--- config.mk ---
export PLATFORM = sky130hd
export DESIGN_NAME = fpadd_dp
export DESIGN_NICKNAME = d
export VERILOG_FILES = /design/src/rtl/fpadd_pkg.sv /design/src/rtl/fpadd_order.sv /design/src/rtl/fpadd_rshift.sv /design/src/rtl/fpadd_lzc.sv /design/src/rtl/fpadd_round.sv /design/src/rtl/fpadd_dp.sv
export SDC_FILE = /design/constraint.sdc
export NUM_CORES = 1
export LEC_CHECK = 0
export ABC_AREA = 1
export BUFFER_PORTS_ARGS = -buffer_cell sky130_fd_sc_hd__buf_2
export CORE_UTILIZATION = 30
export CTS_CLUSTER_SIZE = 30
export DETAILED_ROUTE_END_ITERATION = 6
export PLACE_DENSITY_LB_ADDON = 0.15
export SETUP_SLACK_MARGIN = 0.4
export SLEW_MARGIN = 20
export SYNTH_ARGS = -nofsm -noshare
export SYNTH_HDL_FRONTEND = slang
export SYNTH_HIERARCHICAL = 1
export SYNTH_SLANG_ARGS = --single-unit
--- constraint.sdc ---
create_clock -name clk -period 0.8 [get_ports clk]
set_clock_uncertainty 0.05 [all_clocks]
set_input_delay 0.04 -clock clk [delete_from_list [all_inputs] [get_ports clk]]
set_output_delay 0.04 -clock clk [all_outputs]
set_load 0.01 [all_outputs]
--- src/rtl/fpadd_pkg.sv ---
package fpadd_pkg;
  // Double-precision field widths and the extended working field.
  localparam int unsigned EXP_W  = 11;
  localparam int unsigned FRAC_W = 52;
  localparam int unsigned EXT_W  = 60;
  localparam int unsigned WORD_W = 1 + EXP_W + FRAC_W;
  localparam int unsigned XE_W   = EXP_W + 2;
  localparam int unsigned NSTG   = 5;

  // Control bits that travel with an operation through every stage.
  typedef struct packed {
    logic sign;
    logic special;
    logic invalid;
  } fpadd_ctl_t;
endpackage

--- src/rtl/fpadd_order.sv ---
// Unpacks both operands, applies the operation select, ranks them by
// magnitude and builds the extended significands for alignment.
module fpadd_order #(
  parameter int EXP_W  = 11,
  parameter int FRAC_W = 52,
  parameter int EXT_W  = 60
) (
  input  logic [EXP_W+FRAC_W:0] op_a,
  input  logic [EXP_W+FRAC_W:0] op_b,
  input  logic                  sub,
  output logic                  sign_l,
  output logic                  eff_sub,
  output logic                  special,
  output logic                  invalid,
  output logic [EXP_W-1:0]      exp_l,
  output logic [EXP_W-1:0]      shift,
  output logic [EXT_W-1:0]      mant_l,
  output logic [EXT_W-1:0]      mant_s
);
  localparam int TOP   = EXP_W + FRAC_W;
  localparam int LOW_W = EXT_W - FRAC_W - 2;

  logic              sgn_a, sgn_b;
  logic [EXP_W-1:0]  ex_a, ex_b, xe_a, xe_b;
  logic [FRAC_W-1:0] fr_a, fr_b;
  logic [EXT_W-1:0]  sg_a, sg_b;
  logic              inf_a, inf_b, den_a, den_b, a_big;

  assign sgn_a = op_a[TOP];
  assign sgn_b = op_b[TOP] ^ sub;
  assign ex_a  = op_a[TOP-1:FRAC_W];
  assign ex_b  = op_b[TOP-1:FRAC_W];
  assign fr_a  = op_a[FRAC_W-1:0];
  assign fr_b  = op_b[FRAC_W-1:0];

  assign inf_a = &ex_a;
  assign inf_b = &ex_b;
  assign den_a = (ex_a == '0) && (fr_a != '0);
  assign den_b = (ex_b == '0) && (fr_b != '0);

  // Zero-exponent operands are weighted as exponent 1 with no hidden bit.
  assign xe_a = (ex_a == '0) ? EXP_W'(1) : ex_a;
  assign xe_b = (ex_b == '0) ? EXP_W'(1) : ex_b;
  assign sg_a = {1'b0, |ex_a, fr_a, {LOW_W{1'b0}}};
  assign sg_b = {1'b0, |ex_b, fr_b, {LOW_W{1'b0}}};

  assign a_big = op_a[TOP-1:0] >= op_b[TOP-1:0];

  always_comb begin
    if (a_big) begin
      sign_l = sgn_a;
      exp_l  = xe_a;
      shift  = xe_a - xe_b;
      mant_l = sg_a;
      mant_s = sg_b;
    end else begin
      sign_l = sgn_b;
      exp_l  = xe_b;
      shift  = xe_b - xe_a;
      mant_l = sg_b;
      mant_s = sg_a;
    end
  end

  assign eff_sub = sgn_a ^ sgn_b;
  assign special = inf_a | inf_b;
  assign invalid = (inf_a & den_b) | (inf_b & den_a);
endmodule

--- src/rtl/fpadd_rshift.sv ---
// Logarithmic right shifter; every bit pushed past the LSB is folded
// into bit 0 so that rounding still sees it.
module fpadd_rshift #(
  parameter int W  = 60,
  parameter int AW = 11
) (
  input  logic [W-1:0]  din,
  input  logic [AW-1:0] amt,
  output logic [W-1:0]  dout
);
  localparam int SW = $clog2(W);

  logic [W-1:0] stg [0:SW];
  logic         far;

  assign stg[0] = din;

  for (genvar k = 0; k < SW; k++) begin : g_stage
    localparam int D = 1 << k;
    assign stg[k+1] = amt[k] ? {{D{1'b0}}, stg[k][W-1:D+1], |stg[k][D:0]}
                             : stg[k];
  end

  assign far  = |amt[AW-1:SW];
  assign dout = far ? {{(W-1){1'b0}}, |din} : stg[SW];
endmodule

--- src/rtl/fpadd_lzc.sv ---
// Leading-zero counter; returns W when the input is all zero.
module fpadd_lzc #(
  parameter int W = 59
) (
  input  logic [W-1:0]             din,
  output logic [$clog2(W+1)-1:0]   cnt
);
  localparam int CW = $clog2(W + 1);

  always_comb begin
    cnt = CW'(W);
    for (int i = 0; i < W; i++) begin
      if (din[i]) cnt = CW'(W - 1 - i);
    end
  end
endmodule

--- src/rtl/fpadd_round.sv ---
// Round-to-nearest-even on a normalized significand, then the
// exception rules that pick the final word and flags.
module fpadd_round #(
  parameter int EXP_W  = 11,
  parameter int FRAC_W = 52,
  parameter int EXT_W  = 60
) (
  input  logic [EXT_W-2:0]         norm,
  input  logic signed [EXP_W+1:0]  exp_in,
  input  logic                     sign,
  input  logic                     special,
  input  logic                     zero,
  output logic [EXP_W+FRAC_W:0]    result,
  output logic                     unf,
  output logic                     ovf
);
  localparam int LOW_W = EXT_W - FRAC_W - 2;
  localparam int XE_W  = EXP_W + 2;
  localparam logic signed [XE_W-1:0] EXP_MAX = XE_W'((1 << EXP_W) - 2);

  logic                     lsb, grd, rnd, stk, up;
  logic [FRAC_W+1:0]        sig;
  logic [FRAC_W-1:0]        frac_r;
  logic signed [XE_W-1:0]   exp_r;

  assign lsb = norm[LOW_W];
  assign grd = norm[LOW_W-1];
  assign rnd = norm[LOW_W-2];
  assign stk = |norm[LOW_W-3:0];
  assign up  = grd & (rnd | stk | lsb);

  assign sig    = {1'b0, norm[EXT_W-2:LOW_W]} + {{(FRAC_W+1){1'b0}}, up};
  assign frac_r = sig[FRAC_W+1] ? sig[FRAC_W:1] : sig[FRAC_W-1:0];
  assign exp_r  = exp_in + $signed({{(XE_W-1){1'b0}}, sig[FRAC_W+1]});

  always_comb begin
    unf = 1'b0;
    ovf = 1'b0;
    if (special) begin
      result = {sign, {EXP_W{1'b1}}, 1'b1, {(FRAC_W-1){1'b0}}};
    end else if (zero) begin
      result = '0;
    end else if (exp_r <= 0) begin
      result = {sign, {(EXP_W+FRAC_W){1'b0}}};
      unf    = 1'b1;
    end else if (exp_r > EXP_MAX) begin
      result = {sign, {EXP_W{1'b1}}, {FRAC_W{1'b0}}};
      ovf    = 1'b1;
    end else begin
      result = {sign, exp_r[EXP_W-1:0], frac_r};
    end
  end
endmodule

--- src/rtl/fpadd_dp.sv ---
module fpadd_dp
  import fpadd_pkg::*;
(
  input  logic              clk,
  input  logic              rst_n,
  input  logic              in_valid,
  input  logic              in_sub,
  input  logic [WORD_W-1:0] in_a,
  input  logic [WORD_W-1:0] in_b,
  output logic              out_valid,
  output logic [WORD_W-1:0] out_result,
  output logic              out_underflow,
  output logic              out_overflow,
  output logic              out_invalid
);
  localparam int LZ_W = $clog2(EXT_W);

  // Reset: asserted asynchronously, released on a clock edge.
  logic [1:0] rst_sync;
  logic       rst_q_n;

  always_ff @(posedge clk or negedge rst_n) begin
    if (!rst_n) rst_sync <= 2'b00;
    else        rst_sync <= {rst_sync[0], 1'b1};
  end
  assign rst_q_n = rst_sync[1];

  // Valid pipeline.
  logic [NSTG-1:0] vld_q, vld_d;
  assign vld_d = {vld_q[NSTG-2:0], in_valid};

  always_ff @(posedge clk or negedge rst_q_n) begin
    if (!rst_q_n) vld_q <= '0;
    else          vld_q <= vld_d;
  end
  assign out_valid = vld_q[NSTG-1];

  // Stage 1: order operands.
  fpadd_ctl_t       s1_ctl_d, s1_ctl;
  logic             s1_esub_d, s1_esub;
  logic [EXP_W-1:0] s1_exp_d, s1_exp, s1_sh_d, s1_sh;
  logic [EXT_W-1:0] s1_ml_d, s1_ml, s1_ms_d, s1_ms;

  fpadd_order #(.EXP_W(EXP_W), .FRAC_W(FRAC_W), .EXT_W(EXT_W)) u_order (
    .op_a    (in_a),
    .op_b    (in_b),
    .sub     (in_sub),
    .sign_l  (s1_ctl_d.sign),
    .eff_sub (s1_esub_d),
    .special (s1_ctl_d.special),
    .invalid (s1_ctl_d.invalid),
    .exp_l   (s1_exp_d),
    .shift   (s1_sh_d),
    .mant_l  (s1_ml_d),
    .mant_s  (s1_ms_d)
  );

  always_ff @(posedge clk) begin
    if (in_valid) begin
      s1_ctl  <= s1_ctl_d;
      s1_esub <= s1_esub_d;
      s1_exp  <= s1_exp_d;
      s1_sh   <= s1_sh_d;
      s1_ml   <= s1_ml_d;
      s1_ms   <= s1_ms_d;
    end
  end

  // Stage 2: align the smaller significand.
  fpadd_ctl_t       s2_ctl;
  logic             s2_esub;
  logic [EXP_W-1:0] s2_exp;
  logic [EXT_W-1:0] s2_ml, s2_ms_d, s2_ms;

  fpadd_rshift #(.W(EXT_W), .AW(EXP_W)) u_align (
    .din  (s1_ms),
    .amt  (s1_sh),
    .dout (s2_ms_d)
  );

  always_ff @(posedge clk) begin
    if (vld_q[0]) begin
      s2_ctl  <= s1_ctl;
      s2_esub <= s1_esub;
      s2_exp  <= s1_exp;
      s2_ml   <= s1_ml;
      s2_ms   <= s2_ms_d;
    end
  end

  AST_LARGER_FIRST: assert property (@(posedge clk) disable iff (!rst_q_n) (vld_q[1] && !s2_ctl.special) |-> (s2_ml >= s2_ms));

  // Stage 3: significand add or subtract.
  fpadd_ctl_t       s3_ctl;
  logic [EXP_W-1:0] s3_exp;
  logic [EXT_W-1:0] s3_sum_d, s3_sum;

  assign s3_sum_d = s2_esub ? (s2_ml - s2_ms) : (s2_ml + s2_ms);

  always_ff @(posedge clk) begin
    if (vld_q[1]) begin
      s3_ctl <= s2_ctl;
      s3_exp <= s2_exp;
      s3_sum <= s3_sum_d;
    end
  end

  // Stage 4: normalize.
  fpadd_ctl_t       s4_ctl;
  logic [LZ_W-1:0]  lz;
  logic [XE_W-1:0]  s4_exp_d, s4_exp, exp_ext;
  logic [EXT_W-2:0] s4_norm_d, s4_norm;
  logic             s4_zero_d, s4_zero;

  fpadd_lzc #(.W(EXT_W-1)) u_lzc (
    .din (s3_sum[EXT_W-2:0]),
    .cnt (lz)
  );

  assign exp_ext = {2'b00, s3_exp};

  always_comb begin
    s4_zero_d = (s3_sum == '0);
    if (s3_sum[EXT_W-1]) begin
      s4_norm_d = {s3_sum[EXT_W-1:2], s3_sum[1] | s3_sum[0]};
      s4_exp_d  = exp_ext + XE_W'(1);
    end else begin
      s4_norm_d = s3_sum[EXT_W-2:0] << lz;
      s4_exp_d  = exp_ext - XE_W'(lz);
    end
  end

  always_ff @(posedge clk) begin
    if (vld_q[2]) begin
      s4_ctl  <= s3_ctl;
      s4_exp  <= s4_exp_d;
      s4_norm <= s4_norm_d;
      s4_zero <= s4_zero_d;
    end
  end

  AST_LEAD_ONE: assert property (@(posedge clk) disable iff (!rst_q_n) (vld_q[3] && !s4_zero && !s4_ctl.special) |-> s4_norm[EXT_W-2]);

  // Stage 5: round and apply exception rules.
  logic [WORD_W-1:0] res_d;
  logic              unf_d, ovf_d;

  fpadd_round #(.EXP_W(EXP_W), .FRAC_W(FRAC_W), .EXT_W(EXT_W)) u_round (
    .norm    (s4_norm),
    .exp_in  ($signed(s4_exp)),
    .sign    (s4_ctl.sign),
    .special (s4_ctl.special),
    .zero    (s4_zero),
    .result  (res_d),
    .unf     (unf_d),
    .ovf     (ovf_d)
  );

  always_ff @(posedge clk) begin
    if (vld_q[3]) begin
      out_result    <= res_d;
      out_underflow <= unf_d;
      out_overflow  <= ovf_d;
      out_invalid   <= s4_ctl.invalid;
    end
  end

  AST_FIXED_LATENCY: assert property (@(posedge clk) disable iff (!rst_q_n) in_valid |-> ##5 out_valid);
  AST_SPECIAL_NAN: assert property (@(posedge clk) disable iff (!rst_q_n) (in_valid && ((&in_a[WORD_W-2:FRAC_W]) || (&in_b[WORD_W-2:FRAC_W]))) |-> ##5 (out_result[WORD_W-2:0] == {{EXP_W{1'b1}}, 1'b1, {(FRAC_W-1){1'b0}}} && !out_underflow && !out_overflow));
  AST_INVALID_SHAPE: assert property (@(posedge clk) disable iff (!rst_q_n) (out_valid && out_invalid) |-> (&out_result[WORD_W-2:FRAC_W]));
  AST_UNDERFLOW_FLUSH: assert property (@(posedge clk) disable iff (!rst_q_n) (out_valid && out_underflow) |-> (out_result[WORD_W-2:0] == '0 && !out_overflow));
  AST_OVERFLOW_INF: assert property (@(posedge clk) disable iff (!rst_q_n) (out_valid && out_overflow) |-> (&out_result[WORD_W-2:FRAC_W] && out_result[FRAC_W-1:0] == '0));
endmodule

; ---- Word level (Yosys, flattened, before mapping)
; Cells that the tools add are included.
[classes]
addsub = 8
magnitude_cmp = 3
shift = 1
n_mux = 83
bitwise_logic = 10
n_reduce_logical = 24
[ops]
columns = op, count
row1 = 60-bit two-way mux, 6
row2 = 6-bit two-way mux, 32
row3 = 64-bit two-way mux, 2
row4 = 63-bit two-way mux, 2
row5 = 59-bit two-way mux, 2
row6 = 52-bit nonzero test, 2
row7 = 5-bit two-way mux, 16
row8 = 63-bit >= comparator, 1
row9 = 60-bit adder, 1
row10 = 60-bit zero test, 1
row11 = 60-bit OR reduction, 1
row12 = 60-bit subtractor, 1
row13 = 59-bit by 6-bit left shift with 59-bit output, 1
row14 = 58-bit two-way mux, 1
row15 = 53-bit by 1-bit adder with 54-bit output, 1
row16 = 52-bit two-way mux, 1
row17 = 11-bit two-way mux, 4
row18 = 33-bit OR reduction, 1
row19 = 4-bit two-way mux, 8
row20 = 28-bit two-way mux, 1
row21 = 11-bit zero test, 2
row22 = 11-bit AND reduction, 2
row23 = 11-bit OR reduction, 2
row24 = 11-bit subtractor, 2
row25 = other kinds (19), 36
[totals]
register_bits = 505
word_cells = 166

; ---- Longest topological paths before layout
[logic_depth]
word_depth = 61
ltp_mapped = 71

; ---- Modules after synthesis
; Netlist, hierarchy kept.
[by_module_without_submodules]
columns = module, instances, cells_per_inst, area_each_um2, seq_area_each_um2
row1 = fpadd_dp, 1, 3120, 27330.0, 15129.5
row2 = fpadd_order, 1, 1004, 5260.0, 0.0
row3 = fpadd_rshift, 1, 885, 4018.9, 0.0
row4 = fpadd_round, 1, 603, 2861.5, 0.0
row5 = fpadd_lzc, 1, 198, 991.0, 0.0

; ---- Worst setup path before layout
; Ideal clock, no wire load.
[synth_timing]
path_kind = flip-flop to flip-flop
startpoint = reg s3_sum[1]
endpoint = reg s4_exp[10] (data pin)
setup_time_ns = 0.249
t_arrival_ns = 4.215
t_required_ns = 0.501
slack_ns = -3.714
stages_incl_launch_ff = 71
path_cell_list = edfxtp_1 > inv_1 > nand2_1 > nand2_1 > nand2_1 > nand2_1 > nand2_1 > nand2_1 > nand2_1 > nand2_1 > nand2_1 > nand2_1 > nand2_1 > nand2_1 > nand2_1 > nand2_1 > nand2_1 > nand2_1 > [... 35 more ...] > nand2_1 > nand2_1 > nand2_1 > nand2_1 > nand2_1 > a21oi_2 > ha_1 > fa_1 > inv_1 > nand3_1 > nand2_1 > nand2_1 > o21ai_0 > nor2_1 > nand3_1 > nand3_1 > nand2_1 > inv_1
[synth_via]
elab_chain_cells = 60
[synth_lines]
columns = item, line_no
row1 = "start, declared", fpadd_dp.sv:96  ; logic [EXT_W-1:0] s3_sum_d, s3_sum;
row2 = "start signal, assigned", fpadd_dp.sv:104  ; s3_sum <= s3_sum_d;
row3 = 2-bit two-way mux (2 in series), fpadd_lzc.sv:13  ; if (din[i]) cnt = CW'(W - 1 - i);
row4 = 4-bit two-way mux (8 in series), fpadd_lzc.sv:13
row5 = 5-bit two-way mux (16 in series), fpadd_lzc.sv:13
row6 = 6-bit two-way mux (32 in series), fpadd_lzc.sv:13
row7 = net lz[0], fpadd_dp.sv:110  ; logic [LZ_W-1:0] lz;
row8 = 11-bit by 6-bit subtractor with 12-bit output, fpadd_dp.sv:129  ; s4_exp_d = exp_ext - XE_W'(lz);
row9 = 13-bit two-way mux, fpadd_dp.sv:124  ; if (s3_sum[EXT_W-1]) begin
row10 = net s4_exp_d[10], fpadd_dp.sv:111  ; logic [XE_W-1:0] s4_exp_d, s4_exp, exp_ext;
row11 = "end signal, assigned", fpadd_dp.sv:136  ; s4_exp <= s4_exp_d;
row12 = "end, declared", fpadd_dp.sv:111
; The timed path passes the listed nets, and every way through them passes these cells.
; A chain may end at the register's enable or synchronous reset.

; ---- Worst setup path after layout
[layout_timing]
startpoint = reg s3_sum[1]
endpoint = reg s4_exp[6] (data pin)
; Same word-level chain as after synthesis.

==> flow_metrics.tcl <==
set metrics [dict create \
    seq_power_share_pct 26.1 \
    cts_tree "yes" \
    criticalPathCategory "reg2reg" \
    p_per_area_mw_per_mm2 2440 \
    cp-end-kind "flip-flop" \
    hold_ws_ns -0.301 \
    hp-class "in2reg" \
    clkPwrFrac_pct 20.2 \
    drc 4 \
    synthAdderAreaFrac_pct 4.96 \
    synth-simple-area-share_pct 40.0 \
    fmax_mhz 201 \
    ys_types 59 \
    grt_pass1_vias 42400 \
    cap_violations 0 \
    start_util_pct 30.3 \
    clk_pin_slew_ns 0.06 \
    critPathLaunch "s3_sum[1]$_DFFE_PP_" \
    clock_latency_ns 0.68 \
    cts.sinks 505 \
    ys_warn_count 6 \
    nets 7494 \
    num_io_pins 200 \
    die_x_um 369 \
    r2r_end "s4_exp[6]$_DFFE_PP_" \
    worst_path_largest_cell_delay_ns 0.40 \
    fin_crit_sh_pct 622 \
    seq_area_frac_synth_pct 37.4 \
    syn_avg_cell_area_um2 6.96 \
    die_area_mm2 0.136 \
    vias 43700 \
    yosys.area.top_type "edfxtp_1" \
    synthCells 5810 \
    p_comb_share_pct 53.7 \
    final_max_slew_viol_count 0 \
    synthArstFlopShare_pct 1.39 \
    r2r_start "s3_sum[1]$_DFFE_PP_" \
    synth-compound-area-share_pct 4.95 \
    intPower_w 0.0846 \
    synth_top_area_share_pct 37.0 \
    layout_setup_ws_ns -4.18 \
    slowest_stage "edfxtp_1" \
    via_per_inst 4.84 \
    dr.pass1.iters 7 \
    cts-root-buf "clkbuf_16" \
    synthTopCellsByArea "edfxtp_1 37%, nand2_1 19%, nand3_1 11%" \
    path_max_fanout 3 \
    critPathArrivalTime_ns 5.33 \
    worst_r2r_path_depth 69 \
    synth_mux_area_share_pct 0 \
    synth-seq-cells 505 \
    switching_share_pct 42.2 \
    finalWirelength_mm 170 \
    syn_to_final_growth_pct 48.3 \
    cp_num_cells 69 \
    wire_per_inst_um 18.8 \
    final_common_cell "nand2_1" \
    leakage_nw 28.8 \
    reg2reg_slack_ns -4.18 \
    p_total_w 0.146 \
    rsz0062_at_grt "true" \
    synth-edff-count 498 \
    post_dp_cell_area_mm2 0.0530 \
    worst_ep_required_time_ns 1.15 \
    antenna_cells 0 \
    finalSetupTns_ns -1005.23 \
    grt_max_degree 85 \
    cp-endpoint "s4_exp[6]$_DFFE_PP_" \
    cp-start-kind "flip-flop" \
    cts_hold_buffers 2 \
    violations "DRC, hold timing, setup timing" \
    ir_drop_v 0.00139 \
    fillers 13600 \
    drtIter0Drc 3183 \
    worstMarginPinSlew_ns 0.807 \
    grt_pass1_wl_mm 250 \
    ant_nets 0 \
    synth_top_family_by_area "simple AND/OR/NAND/NOR gates" \
    numPortBuffers 199 \
    setup_violations 814 \
    p_sw_w 0.0617 \
    drive_above_1_share_pct 35.0 \
    fp.dieH_um 369 \
    antenna_found_initial 3 \
    gp_congestion 0.962 \
    period_needed_ns 4.98 \
    track_usage_pct 24.1 \
    synth_xor_area_share_pct 2.97 \
    hpwl_mm 138 \
    coreArea_mm2 0.134 \
    cts_max_level 3 \
    design_area_mm2 0.0600 \
    cp_common_cell "nand2_1" \
    grt_overflow 0 \
    outcome "complete, but fails checks" \
    path_buf_inv 4 \
    cts_made_buffers 66 \
    ys.flop_type "edfxtp_1" \
    final_cell_mix "1819 x nand2_1, 1252 x buf_4, 675 x nand3_1" \
    relSlewSlack_pct 46.2 \
    synth_area_mm2 0.0405 \
    hold_viol 265 \
    num_rows 134 \
    clock_path_buffers 3 \
    critPathTopFamily "simple AND/OR/NAND/NOR gates" \
]
[worst min path at each step]
stage | startpoint | to | slack, ns | depth (start not counted)
4_1_cts | in_b[27] | s1_ms[33]$_DFFE_PP_ | -0.35 | 4
3_3_place_gp | rst_n | rst_sync[0]$_DFF_PN0_ | -0.22 | 1
5_1_grt | in_b[8] | s1_ms[14]$_DFFE_PP_ | -0.31 | 4
3_5_place_dp | rst_n | rst_sync[0]$_DFF_PN0_ | -0.22 | 1
2_1_floorplan | rst_n | rst_sync[0]$_DFF_PN0_ | -0.31 | 0
6_report | in_b[34] | s1_ms[40]$_DFFE_PP_ | -0.30 | 4
[cell families after synthesis]
family / after synthesis
XOR/XNOR: 137
AND/OR/NAND/NOR: 3774
AO/OA/AOI/OAI: 348
other: 2
adder cells (fa/ha/maj): 158
buffers and inverters: 886
flip-flops: 505
[worst reg2reg max path: cells and delay by family, from the launching register on]
| kind | cells | cell delay (ns) |
|---|---|---|
| AO/OA/AOI/OAI | 3 | 0.27 |
| XOR/XNOR | 1 | 0.13 |
| adder cells (fa/ha/maj) | 2 | 0.51 |
| buffers and inverters | 4 | 0.39 |
| flip-flops | 1 | 0.40 |
| AND/OR/NAND/NOR | 59 | 2.96 |
[power groups by stage]
stage               registers [W]  logic (W)  clock network [W]
finish                     0.0382     0.0785             0.0296
global route               0.0386     0.0850             0.0313
detailed placement         0.0386     0.0641                  0
global placement           0.0386     0.0640                  0
floorplan                  0.0385     0.0328                  0
CTS                        0.0381     0.0667             0.0305
[layer usage]
metal  wire length, µm  share of wire [%]  vias up  GRT usage, %
met5                 0                  0        -             0
met4              8770                5.2        0          10.8
met3              6160                3.6      356          2.38
met2             82100                 48     1118          41.6
met1             73000                 43    20300          30.1
li1                  -                  -    21900             -
[Yosys cell counts, types with 16 or more instances]
cell type  count
a21oi_1      114
buf_1         23
buf_2         82
buf_4         29
buf_6         23
clkbuf_1      88
edfxtp_1     498
ha_1         154
inv_1        604
inv_2         20
nand2_1     2080
nand2_2       31
nand3_1      919
nand4_1       70
nor2_1       480
nor2_2        22
nor2_4        16
nor3_1        38
nor4_1        60
o211ai_1      26
o21ai_0       75
o21ai_1       50
o22ai_1       27
xnor2_1       35
xor2_1       102
[cell type report]
| cell class | count | area, µm² | area share (%) |
|---|---|---|---|
| Tap cell | 1768 | 2210 | 3.69 |
| Timing Repair inverter | 3 | 57.6 | 0.0959 |
| Clock inverter | 46 | 464 | 0.773 |
| Clock buffer | 72 | 1670 | 2.79 |
| Multi-Input combinational cell | 4432 | 25600 | 42.6 |
| Sequential cell | 505 | 15100 | 25.2 |
| Inverter | 639 | 2610 | 4.35 |
| Timing Repair Buffer | 1557 | 12300 | 20.5 |
[per-stage QoR]
| step | setup WS, ns | util (%) | std cells |
|---|---|---|---|
| after floorplan | -3.60 | - | 5823 |
| after global placement | -4.51 | 39.6 | 8838 |
| after detailed placement | -4.31 | 39.6 | 8838 |
| after CTS | -4.21 | 41.8 | 8966 |
| after global routing | -4.81 | 44.9 | 9022 |
| final | -4.18 | 44.9 | 9022 |
[state kept, by name, summed over array words and instances (netlist names), 5 cells and up]
| signal | flops |
|---|---|
| out_result | 64 |
| s1_exp | 11 |
| s1_ml | 60 |
| s1_ms | 60 |
| s1_sh | 11 |
| s2_exp | 11 |
| s2_ml | 60 |
| s2_ms | 60 |
| s3_exp | 11 |
| s3_sum | 60 |
| s4_exp | 13 |
| s4_norm | 59 |
| vld_q | 5 |
[repair_timing]
action,in CTS,in global routing
gates cloned,4,7
endpoints found under the hold margin,269,264
pin swaps,25,244
buffers inserted,4,49
resized for setup,154,849
setup endpoints to repair,909,914
Note: power is estimated with default switching activity, not from simulation.
